**config.mk**
```make
export PLATFORM = sky130hd
export DESIGN_NAME = uart_irq_top
export DESIGN_NICKNAME = d
export VERILOG_FILES = /design/src/rtl/uart_irq_pkg.sv /design/src/rtl/uart_irq_dp.sv /design/src/rtl/uart_irq_ctl.sv /design/src/rtl/uart_irq_top.sv
export SDC_FILE = /design/constraint.sdc
export NUM_CORES = 1
export LEC_CHECK = 0
export BUFFER_PORTS_ARGS = -buffer_cell sky130_fd_sc_hd__clkbuf_2
export CORE_ASPECT_RATIO = 0.75
export CORE_MARGIN = 1
export CORE_UTILIZATION = 44
export CTS_BUF_LIST = sky130_fd_sc_hd__clkbuf_4 sky130_fd_sc_hd__clkbuf_8
export CTS_CLUSTER_SIZE = 20
export DETAILED_ROUTE_END_ITERATION = 10
export HOLD_SLACK_MARGIN = 0.03
export PLACE_DENSITY = 0.74
export SLEW_MARGIN = 20
export SYNTH_ARGS = -nofsm -noshare
export SYNTH_HDL_FRONTEND = slang
export SYNTH_SLANG_ARGS = --single-unit
```
**constraint.sdc**
```tcl
create_clock -name clk -period 3.4 [get_ports clk]
set_input_delay 0.34 -clock clk [delete_from_list [all_inputs] [get_ports clk]]
set_output_delay 0.34 -clock clk [all_outputs]
set_load 0.01 [all_outputs]
```
**src/rtl/uart_irq_pkg.sv**
```systemverilog
package uart_irq_pkg;

  // enable register layout (bit positions are host-visible)
  localparam int EN_W     = 7;
  localparam int EN_BASIC = 4;
  localparam int EN_RX    = 0;
  localparam int EN_TX    = 1;
  localparam int EN_LINE  = 2;
  localparam int EN_MODEM = 3;
  localparam int EN_SLEEP = 4;
  localparam int EN_XOFF  = 5;
  localparam int EN_RTS   = 6;

  // source indices in rank order, 0 = highest
  localparam int NUM_SRC   = 6;
  localparam int IDX_W     = $clog2(NUM_SRC);
  localparam int IDX_LINE  = 0;
  localparam int IDX_RX    = 1;
  localparam int IDX_TX    = 2;
  localparam int IDX_MODEM = 3;
  localparam int IDX_XOFF  = 4;
  localparam int IDX_RTS   = 5;

  typedef enum logic [2:0] {
    SRC_NONE    = 3'd0,
    SRC_LINE    = 3'd1,
    SRC_RXDATA  = 3'd2,
    SRC_TXREADY = 3'd3,
    SRC_MODEM   = 3'd4,
    SRC_XOFF    = 3'd5,
    SRC_RTS     = 3'd6
  } srcId_e;

  // control -> datapath strobes
  typedef struct packed {
    logic [NUM_SRC-1:0] clr;    // acknowledge per source
    logic [NUM_SRC-1:0] allow;  // effective enable per source
  } strobe_t;

endpackage

```
**src/rtl/uart_irq_dp.sv**
```systemverilog
module uart_irq_dp
  import uart_irq_pkg::*;
#(
  parameter int LVL_W = 6,
  parameter int LSR_W = 4
) (
  input  logic               clk,
  input  logic               rstN,
  input  strobe_t            strobe,
  input  logic               fifoEnable,
  input  logic [LVL_W-1:0]   rxLevel,
  input  logic [LVL_W-1:0]   rxTrigger,
  input  logic [LVL_W-1:0]   txLevel,
  input  logic [LVL_W-1:0]   txTrigger,
  input  logic [LSR_W-1:0]   lsrBits,
  input  logic               msrChange,
  input  logic               xoffEvent,
  input  logic               rtsLevel,
  output logic [NUM_SRC-1:0] pending
);

  logic [LSR_W-1:0]   lsrPrev;
  logic               rtsPrev;
  logic               txCondQ;
  logic               txAllowQ;
  logic               rxCond;
  logic               txCond;
  logic [NUM_SRC-1:0] setVec;
  logic [NUM_SRC-1:0] nextPend;

  // level conditions, FIFO or holding-register flavour
  always_comb begin
    if (fifoEnable) begin
      rxCond = (rxLevel >= rxTrigger);
      txCond = (txLevel < txTrigger);
    end else begin
      rxCond = (rxLevel != '0);
      txCond = (txLevel == '0);
    end
  end

  // event detection
  always_comb begin
    setVec            = '0;
    setVec[IDX_LINE]  = (lsrBits != lsrPrev);
    setVec[IDX_RX]    = rxCond;
    // rising condition, or enable newly granted while condition holds
    setVec[IDX_TX]    = txCond & (~txCondQ | ~txAllowQ);
    setVec[IDX_MODEM] = msrChange;
    setVec[IDX_XOFF]  = xoffEvent;
    setVec[IDX_RTS]   = rtsLevel & ~rtsPrev;
  end

  // next pending state: receive follows its level, others latch
  always_comb begin
    for (int s = 0; s < NUM_SRC; s++) begin
      if (s == IDX_RX) begin
        nextPend[s] = setVec[s] & ~strobe.clr[s] & strobe.allow[s];
      end else begin
        nextPend[s] = ((pending[s] & ~strobe.clr[s]) | setVec[s]) & strobe.allow[s];
      end
    end
  end

  always_ff @(posedge clk or negedge rstN) begin
    if (!rstN) begin
      lsrPrev  <= '0;
      rtsPrev  <= 1'b0;
      txCondQ  <= 1'b0;
      txAllowQ <= 1'b0;
      pending  <= '0;
    end else begin
      lsrPrev  <= lsrBits;
      rtsPrev  <= rtsLevel;
      txCondQ  <= txCond;
      txAllowQ <= strobe.allow[IDX_TX];
      pending  <= nextPend;
    end
  end

endmodule

```
**src/rtl/uart_irq_ctl.sv**
```systemverilog
module uart_irq_ctl
  import uart_irq_pkg::*;
(
  input  logic               clk,
  input  logic               rstN,
  input  logic               enWrite,
  input  logic [EN_W-1:0]    enData,
  input  logic               enhEnable,
  input  logic               idRead,
  input  logic               txWrite,
  input  logic               lsrRead,
  input  logic               msrRead,
  input  logic [NUM_SRC-1:0] pending,
  output strobe_t            strobe,
  output logic [EN_W-1:0]    enReg,
  output logic               sleepEn,
  output logic               irq,
  output srcId_e             srcId
);

  logic [EN_W-1:0]    effEn;
  logic [NUM_SRC-1:0] live;
  logic [IDX_W-1:0]   topIdx;
  logic               found;

  always_ff @(posedge clk or negedge rstN) begin
    if (!rstN) begin
      enReg <= '0;
    end else if (enWrite) begin
      enReg <= enData;
    end
  end

  // upper bits are locked out unless enhanced features are on
  for (genvar b = 0; b < EN_W; b++) begin : g_eff
    if (b < EN_BASIC) begin : g_basic
      assign effEn[b] = enReg[b];
    end else begin : g_upper
      assign effEn[b] = enReg[b] & enhEnable;
    end
  end

  assign sleepEn = effEn[EN_SLEEP];

  always_comb begin
    strobe.allow            = '0;
    strobe.allow[IDX_LINE]  = effEn[EN_LINE];
    strobe.allow[IDX_RX]    = effEn[EN_RX];
    strobe.allow[IDX_TX]    = effEn[EN_TX];
    strobe.allow[IDX_MODEM] = effEn[EN_MODEM];
    strobe.allow[IDX_XOFF]  = effEn[EN_XOFF];
    strobe.allow[IDX_RTS]   = effEn[EN_RTS];
  end

  assign live = pending & strobe.allow;

  // fixed-rank selection: lowest index wins
  always_comb begin
    found  = 1'b0;
    topIdx = '0;
    for (int i = NUM_SRC - 1; i >= 0; i--) begin
      if (live[i]) begin
        found  = 1'b1;
        topIdx = IDX_W'(i);
      end
    end
  end

  assign srcId = found ? srcId_e'(topIdx + IDX_W'(1)) : SRC_NONE;
  assign irq   = found;

  always_comb begin
    strobe.clr            = '0;
    strobe.clr[IDX_LINE]  = lsrRead;
    strobe.clr[IDX_MODEM] = msrRead;
    strobe.clr[IDX_TX]    = txWrite | (idRead && srcId == SRC_TXREADY);
    strobe.clr[IDX_XOFF]  = idRead && srcId == SRC_XOFF;
    strobe.clr[IDX_RTS]   = idRead && srcId == SRC_RTS;
  end

endmodule

```
**src/rtl/uart_irq_top.sv**
```systemverilog
module uart_irq_top
  import uart_irq_pkg::*;
#(
  parameter int LVL_W = 6
) (
  input  logic             clk,
  input  logic             rstN,
  input  logic             enWrite,
  input  logic [6:0]       enData,
  input  logic             enhEnable,
  input  logic             fifoEnable,
  input  logic [LVL_W-1:0] rxLevel,
  input  logic [LVL_W-1:0] rxTrigger,
  input  logic [LVL_W-1:0] txLevel,
  input  logic [LVL_W-1:0] txTrigger,
  input  logic [3:0]       lsrBits,
  input  logic             lsrRead,
  input  logic             msrChange,
  input  logic             msrRead,
  input  logic             xoffEvent,
  input  logic             rtsLevel,
  input  logic             txWrite,
  input  logic             idRead,
  output logic             irq,
  output logic [2:0]       srcId,
  output logic             sleepEn
);

  strobe_t            strobe;
  logic [NUM_SRC-1:0] pending;
  logic [EN_W-1:0]    enReg;
  srcId_e             srcIdE;

  uart_irq_ctl u_ctl (
    .clk       (clk),
    .rstN      (rstN),
    .enWrite   (enWrite),
    .enData    (enData),
    .enhEnable (enhEnable),
    .idRead    (idRead),
    .txWrite   (txWrite),
    .lsrRead   (lsrRead),
    .msrRead   (msrRead),
    .pending   (pending),
    .strobe    (strobe),
    .enReg     (enReg),
    .sleepEn   (sleepEn),
    .irq       (irq),
    .srcId     (srcIdE)
  );

  uart_irq_dp #(.LVL_W(LVL_W), .LSR_W(4)) u_dp (
    .clk        (clk),
    .rstN       (rstN),
    .strobe     (strobe),
    .fifoEnable (fifoEnable),
    .rxLevel    (rxLevel),
    .rxTrigger  (rxTrigger),
    .txLevel    (txLevel),
    .txTrigger  (txTrigger),
    .lsrBits    (lsrBits),
    .msrChange  (msrChange),
    .xoffEvent  (xoffEvent),
    .rtsLevel   (rtsLevel),
    .pending    (pending)
  );

  assign srcId = srcIdE;

endmodule

```
======== Word level (Yosys, flattened, before mapping) ========
Index checks and enable logic that the tools add are counted.
word-level totals
  input bits .............................. 47
  logic and storage cells ................. 65
  bits in registers ....................... 20
  output and inout port bits .............. 5
operators by class
  reductions and logical operators ........ 5
  magnitude comparators ................... 2
  mux-type cells .......................... 15
  eq/ne operators ......................... 4
  add/subtract/negate cells ............... 1
  bitwise logic cells ..................... 32
operator list
  operator               number
  $mux W3                7
  $and A1 B1 Y1          16
  $mux W1                8
  $not A1 Y1             8
  $or A1 B1 Y1           7
  $and A6 B6 Y6          1
  $eq A3 B3 Y1 const B   2
  $ge A6 B6 Y1           1
  $logic_not A6 Y1       1
  $lt A6 B6 Y1           1
  $reduce_bool A6 Y1     1
  $ne A4 B4 Y1           1
  $add A3 B1 Y3 const B  1
  $eq A3 B2 Y1 const B   1
  $logic_and A1 B1 Y1    3

======== Logic depth before layout (Yosys ltp) ========
Gate-level depths: netlist of run 1.
  depth in word-level cells ............... 17
  depth in mapped cells ................... 8

======== By module ========
Synthesis of run 1 repeated with hierarchy kept, for this count alone.
second synthesis, totals
  cell total of the unflattened synthesis .. 126
  area total of the unflattened synthesis .. 1295.0 um^2
by module, submodules not included
  module        sequential area each (um^2)  times used  area an instance (um^2)  cells each
  uart_irq_dp   325.3                        1           772.0                    76
  uart_irq_ctl  175.2                        1           523.0                    50

======== Least setup slack after synthesis of run 1 ========
No wires, ideal clock.
  kind .................................... reg-to-reg
  start ................................... register u_ctl.enReg[1]
  end ..................................... register u_dp.pending[2]
  slack ................................... 1.170 ns
  stages on the path, launching flop included .. 9
  clock period less this slack ............ 2.230 ns
  path buffers ............................ 0
  arrival ................................. 2.108 ns
  data required time ...................... 3.278 ns
  path through ............................ dfrtp_1 -> a22oi_1 -> nand4_1 -> a32oi_1 -> ha_1 -> nand3_1 -> mux2_4 -> or3_1 -> a32o_1
between the ends
  cells in the longest elaborated chain, start to end .. 13
  elaborated cells between the ends (all ways) .. 16
  those cells by class .................... 1 x add/sub; 1 x eq/ne; 7 x mux; 6 x bitwise; 1 x reduce/logical
RTL lines
  element                     line                text
  from (decl)                 uart_irq_ctl.sv:15  output logic [EN_W-1:0] enReg,
  from (signal assigned)      uart_irq_ctl.sv:30  enReg <= enData;
  $and A6 B6 Y6               uart_irq_ctl.sv:55  assign live = pending & strobe.allow;
  $mux W3 (3 in a row)        uart_irq_ctl.sv:62  if (live[i]) begin
  $add A3 B1 Y3               uart_irq_ctl.sv:69  assign srcId = found ? srcId_e'(topIdx + IDX_W'(1)) : SRC_NONE;
  $mux W3                     uart_irq_ctl.sv:69
  $eq A3 B2 Y1                uart_irq_ctl.sv:76  strobe.clr[IDX_TX] = txWrite | (idRead && srcId == SRC_TXREADY);
  $logic_and A1 B1 Y1         uart_irq_ctl.sv:76
  $or A1 B1 Y1                uart_irq_ctl.sv:76
  $not A1 Y1                  uart_irq_dp.sv:60   nextPend[s] = ((pending[s] & ~strobe.clr[s]) | setVec[s]) & strobe.allow[s];
  $and A1 B1 Y1               uart_irq_dp.sv:60
  $or A1 B1 Y1                uart_irq_dp.sv:60
  $and A1 B1 Y1 *             uart_irq_dp.sv:60
  named net u_dp.nextPend[2]  uart_irq_dp.sv:29   logic [NUM_SRC-1:0] nextPend;
  to (signal assigned)        uart_irq_dp.sv:77   pending <= nextPend;
  to (decl)                   uart_irq_dp.sv:19   output logic [NUM_SRC-1:0] pending
Mark *: on every way through the listed nets, which the timed path passes. The rest lies on a longest branch.
A chain may end at the register's enable or synchronous reset.

======== Worst setup path in the final report of run 1 ========
  start ................................... register u_ctl.enReg[1]
  end ..................................... output srcId[2]
between the ends
  cells in the longest elaborated chain, start to end .. 6
  elaborated cells between the ends (all ways) .. 9
  those cells by class .................... 1 x add/sub; 7 x mux; 1 x bitwise
RTL lines
  element               line                text
  $and A6 B6 Y6 *       uart_irq_ctl.sv:55
  $mux W3 (3 in a row)  uart_irq_ctl.sv:62
  $add A3 B1 Y3         uart_irq_ctl.sv:69
  $mux W3 *             uart_irq_ctl.sv:69
  to (decl)             uart_irq_top.sv:25  output logic [2:0] srcId,
Every way passes the cells marked *; elsewhere a longest branch is shown, timed or not.

==> results of run 1 <==
==> cells by family after synthesis <==
| group | count (synthesis) |
|---|---|
| AO/OA/AOI/OAI | 24 |
| multiplexers | 8 |
| AND/OR/NAND/NOR | 35 |
| adder cells (fa/ha/maj) | 12 |
| flip-flops | 20 |
| XOR/XNOR | 4 |
| buffers and inverters | 15 |
==> routing by layer <==
layer,wire [microns],vias up
li1,-,537
met1,1160,497
met2,1210,38
met3,172,0
met4,0,0
met5,0,-
==> final cells by class <==
type                       instances  area, sq um  share of cell area
sequential                        20          500               0.326
tap                               34         42.5              0.0277
multi-input combinational         83          639               0.416
inverter                          14         52.6              0.0342
timing repair buffer              52          265               0.173
clock buffer                       4         36.3              0.0236
==> how the worst max path moves through the flow <==
stage                     depth (start not counted)  slack (ps)              end      startpoint
after floorplan                                   8        1170  u_dp.pending[2]  u_ctl.enReg[1]
after global placement                            8        1030  u_dp.pending[2]  u_ctl.enReg[1]
after CTS                                         7         870         srcId[2]  u_ctl.enReg[1]
final                                             7         890         srcId[2]  u_ctl.enReg[1]
after detailed placement                          8         960  u_dp.pending[2]  u_ctl.enReg[1]
after global routing                              7         730         srcId[2]  u_ctl.enReg[1]
==> power by group through the flow <==
stage,combinational [W],sequential (W),clock [W]
after global placement,0.000143,0.000281,0
after CTS,0.000152,0.000277,0.000139
after global routing,0.000168,0.000280,0.000152
after floorplan,0.0000897,0.000277,0
after detailed placement,0.000151,0.000282,0
final,0.000150,0.000277,0.000134
==> worst max-delay path: cells and delay by family (launching register included) <==
family | cells | cell delay, ps
adder cells (fa/ha/maj) | 1 | 290
buffers and inverters | 1 | 180
AO/OA/AOI/OAI | 3 | 780
AND/OR/NAND/NOR | 2 | 180
flip-flops | 1 | 450
==> through the flow <==
stage / cells / total power, W / hold slack, ps / setup slack, ps / utilization
finish: 207 / 0.000561 / 153 / 887 / 0.630
global route: 207 / 0.000601 / 129 / 728 / 0.630
CTS: 207 / 0.000568 / 142 / 869 / 0.630
detailed placement: 202 / 0.000432 / 328 / 963 / 0.611
global placement: 202 / 0.000424 / 318 / 1030 / 0.611
floorplan: 118 / 0.000366 / 44.4 / 1170 / -
==> layout by cell type (no fill, tap or decap), drive strengths merged, types with 2 or more instances in the layout <==
master and instances:
o21a 2, o211ai 3, nand2b 2, inv 14, mux2 8, nor2 4, nor2b 4, nand2 11
a21oi 7, ha 12, xor2 3, nor4 3, a22oi 2, o21ai 3, nand3 4, dfrtp 20
clkbuf 55
==> sequential cells by signal, indices dropped and copies added, names as in the netlist <==
register / count
u_ctl.enReg: 7
u_dp.pending: 6
u_dp.lsrPrev: 4
u_dp.txAllowQ: 1
u_dp.txCondQ: 1
u_dp.rtsPrev: 1
==> repair_timing <==
action,4_1_cts,5_1_grt
hold endpoints to repair,20,0
endpoints found under the setup margin,0,0
hold buffers,1,0
==> results.sh, run 1 <==
export IMPL_status="completed"
export IMPL_power_density_nw_per_um2=365
export IMPL_gr_total_overflow=0
export IMPL_worstPathRequired_ps=3060
export IMPL_synth_simple_gate_area_frac=0.160
export IMPL_fill_cells=214
export IMPL_seqPwrFrac=0.494
export IMPL_ys_seq_elements=20
export IMPL_drive_above_1_share=0.382
export IMPL_core_sq_um=2440
export IMPL_antenna_found_initial=0
export IMPL_dr_pass1_iters=4
export IMPL_antennaDiodeCount=0
export IMPL_start_util=0.490
export IMPL_clock_latency_ps=290
export IMPL_r2r_end="u_dp.pending[2]"
export IMPL_fin_worst_skew_ps=4.35
export IMPL_routedWlPerCell_microns=12.3
export IMPL_synth_top_family_by_area="simple AND/OR/NAND/NOR gates"
export IMPL_grt_setup_unrepaired="no"
export IMPL_routed_wl_microns=2540
export IMPL_p_sw_frac=0.283
export IMPL_drc_errors=0
export IMPL_yosysTopAreaCellShare=0.418
export IMPL_crit_type="reg2out"
export IMPL_place_area_sq_um=1490
export IMPL_max_freq_ghz=0.398
export IMPL_syn_inst=118
export IMPL_p_clk_frac=0.239
export IMPL_design_area_sq_um=1540
export IMPL_grt_busiest_layer="met2"
export IMPL_reg2reg_depth=8
export IMPL_cp_end_kind="output port"
export IMPL_synth_edf_count=0
export IMPL_synth_top_cells_by_count="20 x dfrtp_1, 14 x inv_1, 12 x ha_1, 10 x nand2_1"
export IMPL_synth_compound_area_frac=0.141
export IMPL_crit_slowest_cell="dfrtp_1"
export IMPL_gp_congestion=0.815
export IMPL_gr_usage_met2=0.347
export IMPL_synth_adder_area_share=0.126
export IMPL_syn2layout_area_growth_pct=28.5
export IMPL_cp_arrival_ps=2170
export IMPL_clockRootBuffer="clkbuf_4"
export IMPL_dp_hpwl_microns=2240
export IMPL_fin_crit_ps=2510
export IMPL_comb_power_share=0.267
export IMPL_yosys_top_cells_area="dfrtp_1 42%, ha_1 13%, mux2_2 6.6%"
export IMPL_rows=15
export IMPL_dieHeight_microns=47.2
export IMPL_worstMarginPinSlew_ps=481
export IMPL_cts_made_buffers=3
export IMPL_yosys_area_top_type="dfrtp_1"
export IMPL_vias=1072
export IMPL_grt_start_max_net_pins=21
export IMPL_r2r_start="u_ctl.enReg[1]"
export IMPL_htreeDepth=1
export IMPL_cts_tree="yes"
export IMPL_grt_pass1_vias=1043
export IMPL_crit_chain="a22oi_1 > nand4_1 > a32oi_1 > ha_1 > nand2_1 > o21ai_1 > clkbuf_2"
export IMPL_holdCritStartpoint="rtsLevel"
export IMPL_yosysWarnings=0
export IMPL_hold_depth=1
export IMPL_synth_xor_area_share=0.0293
export IMPL_met3_usage=0.0801
export IMPL_final_setup_viol_count=0
export IMPL_numPortBuffers=51
export IMPL_syn_area_sq_um=1200
export IMPL_finalCritPeriodShare=0.739
export IMPL_synth_area_per_cell_sq_um=10.1
export IMPL_clkSinkCount=20
export IMPL_io_pin_count=52
export IMPL_grt_pass1_wl_microns=4360
export IMPL_critical_path_startpoint_type="flip-flop"
export IMPL_p_sw_w=0.000159
export IMPL_yosysSeqAreaShare=0.418
export IMPL_grt_usage=0.194
export IMPL_cts_max_path_buffers=2
export IMPL_drt_antenna_violating_nets=0
export IMPL_ctsResizeCount=0
export IMPL_critical_path_max_fanout=6
export IMPL_ys_types=36
export IMPL_syn_nets=177
export IMPL_drt_iter0_markers=45
export IMPL_die_area_sq_um=2930
export IMPL_p_int_w=0.000402
export IMPL_holdPathEnd="u_dp.rtsPrev"
export IMPL_peakVddDrop_mv=0.260
export IMPL_nets=233
export IMPL_synthMuxAreaShare=0.0785
export IMPL_vias_per_cell=5.18
export IMPL_maxCapViolCount=0
export IMPL_clk_pin_slew_ps=110
export IMPL_hold_class="in2reg"
export IMPL_drv_slew=0
export IMPL_die_w_microns=62.2
export IMPL_cpPeakStageDelay_ps=450
export IMPL_yosys_most_used_dff="dfrtp_1"
export IMPL_synth_most_common_cell="dfrtp_1"
export IMPL_finalSetupTns_ps=0
export IMPL_hold_viol=0
export IMPL_post_cts_buffers=0
export IMPL_r2r_slack_ps=900
export IMPL_ys_async_sr_fraction=1.00
export IMPL_slew_headroom=0.680
export IMPL_leakage_nw=0.807
export IMPL_gr_usage_met1=0.231
Power figures use the tool's default switching activity.
==> run 2: changes to the inputs <==
--- a/config.mk
+++ b/config.mk
@@ -5,6 +5,7 @@
 export SDC_FILE = /design/constraint.sdc
 export NUM_CORES = 1
 export LEC_CHECK = 0
+export ABC_AREA = 1
 export BUFFER_PORTS_ARGS = -buffer_cell sky130_fd_sc_hd__clkbuf_2
 export CORE_ASPECT_RATIO = 0.75
 export CORE_MARGIN = 1
@@ -13,7 +14,7 @@
 export CTS_CLUSTER_SIZE = 20
 export DETAILED_ROUTE_END_ITERATION = 10
 export HOLD_SLACK_MARGIN = 0.03
-export PLACE_DENSITY = 0.74
+export PLACE_DENSITY = 0.76
 export SLEW_MARGIN = 20
 export SYNTH_ARGS = -nofsm -noshare
 export SYNTH_HDL_FRONTEND = slang
==> constraint.sdc (replaced) <==
create_clock -name clk -period 2.1 [get_ports clk]
set_input_delay 0.21 -clock clk [delete_from_list [all_inputs] [get_ports clk]]
set_output_delay 0.21 -clock clk [all_outputs]
set_load 0.01 [all_outputs]
==> results.sh, run 2 <==
export IMPL_start_util=0.475
export IMPL_dieHeight_microns=48.4
export IMPL_ys_types=27
export IMPL_grt_pass1_wl_microns=4400
export IMPL_layout_common_cells="51 x clkbuf_2, 30 x inv_1, 28 x nand2_1, 20 x dfrtp_1, 12 x ha_1"
export IMPL_final_cells=245
export IMPL_numPortBuffers=51
export IMPL_max_freq_ghz=0.506
export IMPL_hold_viol=0
export IMPL_routed_wl_microns=2470
export IMPL_hold_class="in2reg"
export IMPL_drc_errors=0
export IMPL_r2r_slack_ps=330
export IMPL_fin_crit_ps=1980
export IMPL_r2r_end="u_dp.pending[5]"
export IMPL_io_pin_count=52
export IMPL_hold_depth=1
export IMPL_core_sq_um=2660
export IMPL_htreeDepth=1
export IMPL_cts_max_path_buffers=2
export IMPL_cts_tree="yes"
export IMPL_grt_pass1_vias=1091
export IMPL_antennaDiodeCount=0
export IMPL_yosysTopAreaCellShare=0.396
export IMPL_worst_path_dominant_cell_family="simple AND/OR/NAND/NOR gates"
export IMPL_fill_cells=254
export IMPL_routedWlPerCell_microns=10.1
export IMPL_drt_antenna_violating_nets=0
export IMPL_largest_reg_flops=7
export IMPL_clk_pin_slew_ps=70
export IMPL_worstPathRequired_ps=1890
export IMPL_power_density_nw_per_um2=592
export IMPL_seq_area_sq_um=500
export IMPL_leakage_nw=0.936
export IMPL_antenna_found_initial=0
export IMPL_final_setup_viol_count=0
export IMPL_ctsResizeCount=0
export IMPL_crit_type="reg2out"
export IMPL_top_regs="u_ctl.enReg: 7 flops, u_dp.pending: 6 flops, u_dp.lsrPrev: 4 flops"
export IMPL_clkSinkCount=20
export IMPL_maxCapViolCount=0
export IMPL_grt_start_max_net_pins=21
export IMPL_die_w_microns=63.9
export IMPL_clock_latency_ps=250
export IMPL_grt_busiest_layer="met2"
export IMPL_ys_async_sr_fraction=1.00
export IMPL_synth_area_per_cell_sq_um=8.21
export IMPL_yosysWarnings=0
export IMPL_syn_nets=213
export IMPL_nets=269
export IMPL_worstMarginPinSlew_ps=490
export IMPL_rows=16
export IMPL_crit_chain="nand2_2 > nor2_2 > nand2_1 > nand2_1 > nand2_1 > nand2_1 > nand2_2 > inv_1 > ha_1 > inv_1 > nor2_4 > clkbuf_2"
export IMPL_drt_iter0_markers=18
export IMPL_dr_pass1_iters=4
export IMPL_syn_inst=154
export IMPL_multi_input_area_sq_um=641
export IMPL_yosys_area_top_type="dfrtp_1"
export IMPL_gp_congestion=0.780
export IMPL_met3_usage=0.0425
export IMPL_drv_slew=0
export IMPL_yosys_most_used_dff="dfrtp_1"
export IMPL_syn2layout_area_growth_pct=28.6
export IMPL_cp_arrival_ps=1770
export IMPL_critical_path_startpoint_type="flip-flop"
export IMPL_post_cts_buffers=0
export IMPL_layout_cells_most_common="clkbuf_2"
export IMPL_gr_usage_met2=0.287
export IMPL_crit_slowest_cell="dfrtp_1"
export IMPL_postCtsHoldBufs=1
export IMPL_gr_usage_met1=0.255
export IMPL_grt_setup_unrepaired="no"
export IMPL_holdPathEnd="u_dp.lsrPrev[1]"
export IMPL_finalCritPeriodShare=0.941
export IMPL_r2r_start="u_ctl.enReg[6]"
export IMPL_status="completed"
export IMPL_dp_hpwl_microns=2120
export IMPL_clockRootBuffer="clkbuf_8"
export IMPL_regMostFlops="u_ctl.enReg"
export IMPL_peakVddDrop_mv=0.286
export IMPL_crit_buf_inv=3
export IMPL_yosys_top_cells_area="dfrtp_1 40%, ha_1 12%, inv_1 8.9%"
export IMPL_synth_top_cells_by_count="30 x inv_1, 28 x nand2_1, 20 x dfrtp_1, 12 x ha_1, 8 x nand3_1"
export IMPL_vias_per_cell=4.53
export IMPL_synth_edf_count=0
export IMPL_grt_usage=0.183
export IMPL_syn_area_sq_um=1260
export IMPL_critical_path_max_fanout=4
export IMPL_ys_seq_elements=20
export IMPL_finalSetupTns_ps=0
export IMPL_fin_worst_skew_ps=4.54
export IMPL_slew_headroom=0.673
export IMPL_cpPeakStageDelay_ps=400
export IMPL_drive_above_1_share=0.359
export IMPL_dp_cells=240
export IMPL_crit_top_cell="nand2_1"
export IMPL_reg2reg_depth=14
export IMPL_synth_most_common_cell="inv_1"
export IMPL_die_area_sq_um=3100
export IMPL_cts_made_buffers=3
export IMPL_cp_end_kind="output port"
export IMPL_holdCritStartpoint="lsrBits[1]"
export IMPL_vias=1110
export IMPL_gr_total_overflow=0
export IMPL_yosysSeqAreaShare=0.396
run 2: layout make-up:
class,count,share of cell area
clock buffers,4,0.0338
inverters,32,0.0738
multi-input cells,101,0.394
flip-flops and latches,20,0.308
well taps,36,0.0277
repair buffers,52,0.163
run 2: how the worst max path moves through the flow:
stage,slack [ps],endpoint,startpoint,cells past startpoint
finish,120,srcId[1],u_ctl.enReg[6],12
global route,5,srcId[1],u_ctl.enReg[6],12
CTS,130,srcId[1],u_ctl.enReg[6],12
detailed placement,360,u_dp.pending[5],u_ctl.enReg[6],14
global placement,440,u_dp.pending[5],u_ctl.enReg[6],14
floorplan,490,u_dp.pending[5],u_ctl.enReg[6],14
run 2: metrics by stage:
stage	hold slack (ps)	total power, W	worst slack, ps	util	instance area [sq um]
5_1_grt	68.4	0.00103	5.21	0.611	1630
2_1_floorplan	-85.6	0.000585	487	-	1260
4_1_cts	73.2	0.000974	127	0.611	1630
3_5_place_dp	197	0.000683	358	0.586	1560
6_report	77.9	0.000963	123	0.611	1630
3_3_place_gp	194	0.000677	444	0.586	1560
run 2: power breakdown:
part | switching (W) | internal [W]
logic | 0.000134 | 0.000107
clock network | 0.000121 | 0.000167
registers | 0.0000172 | 0.000416
run 2: cells by family (layout without fill, tap and decap cells):
family          Yosys count  in the layout  synth area share
buf+inv                  33             88            0.0979
xor+xnor                  2              2            0.0139
simple gates             63             63             0.248
compound gates           20             20            0.0900
flops                    20             20             0.396
fa+ha+maj                12             12             0.119
mux                       4              4            0.0356
run 2: layer usage:
metal	vias up	wire [microns]
li1	600	-
met1	476	1340
met2	32	988
met3	2	123
met4	0	20
met5	-	0
run 2: worst reg2reg max path, delay by kind of cell (launching register included):
family	cells	cell delay [ps]
simple gates	9	660
flops	1	400
fa+ha+maj	1	280
compound gates	2	200
buf+inv	2	130
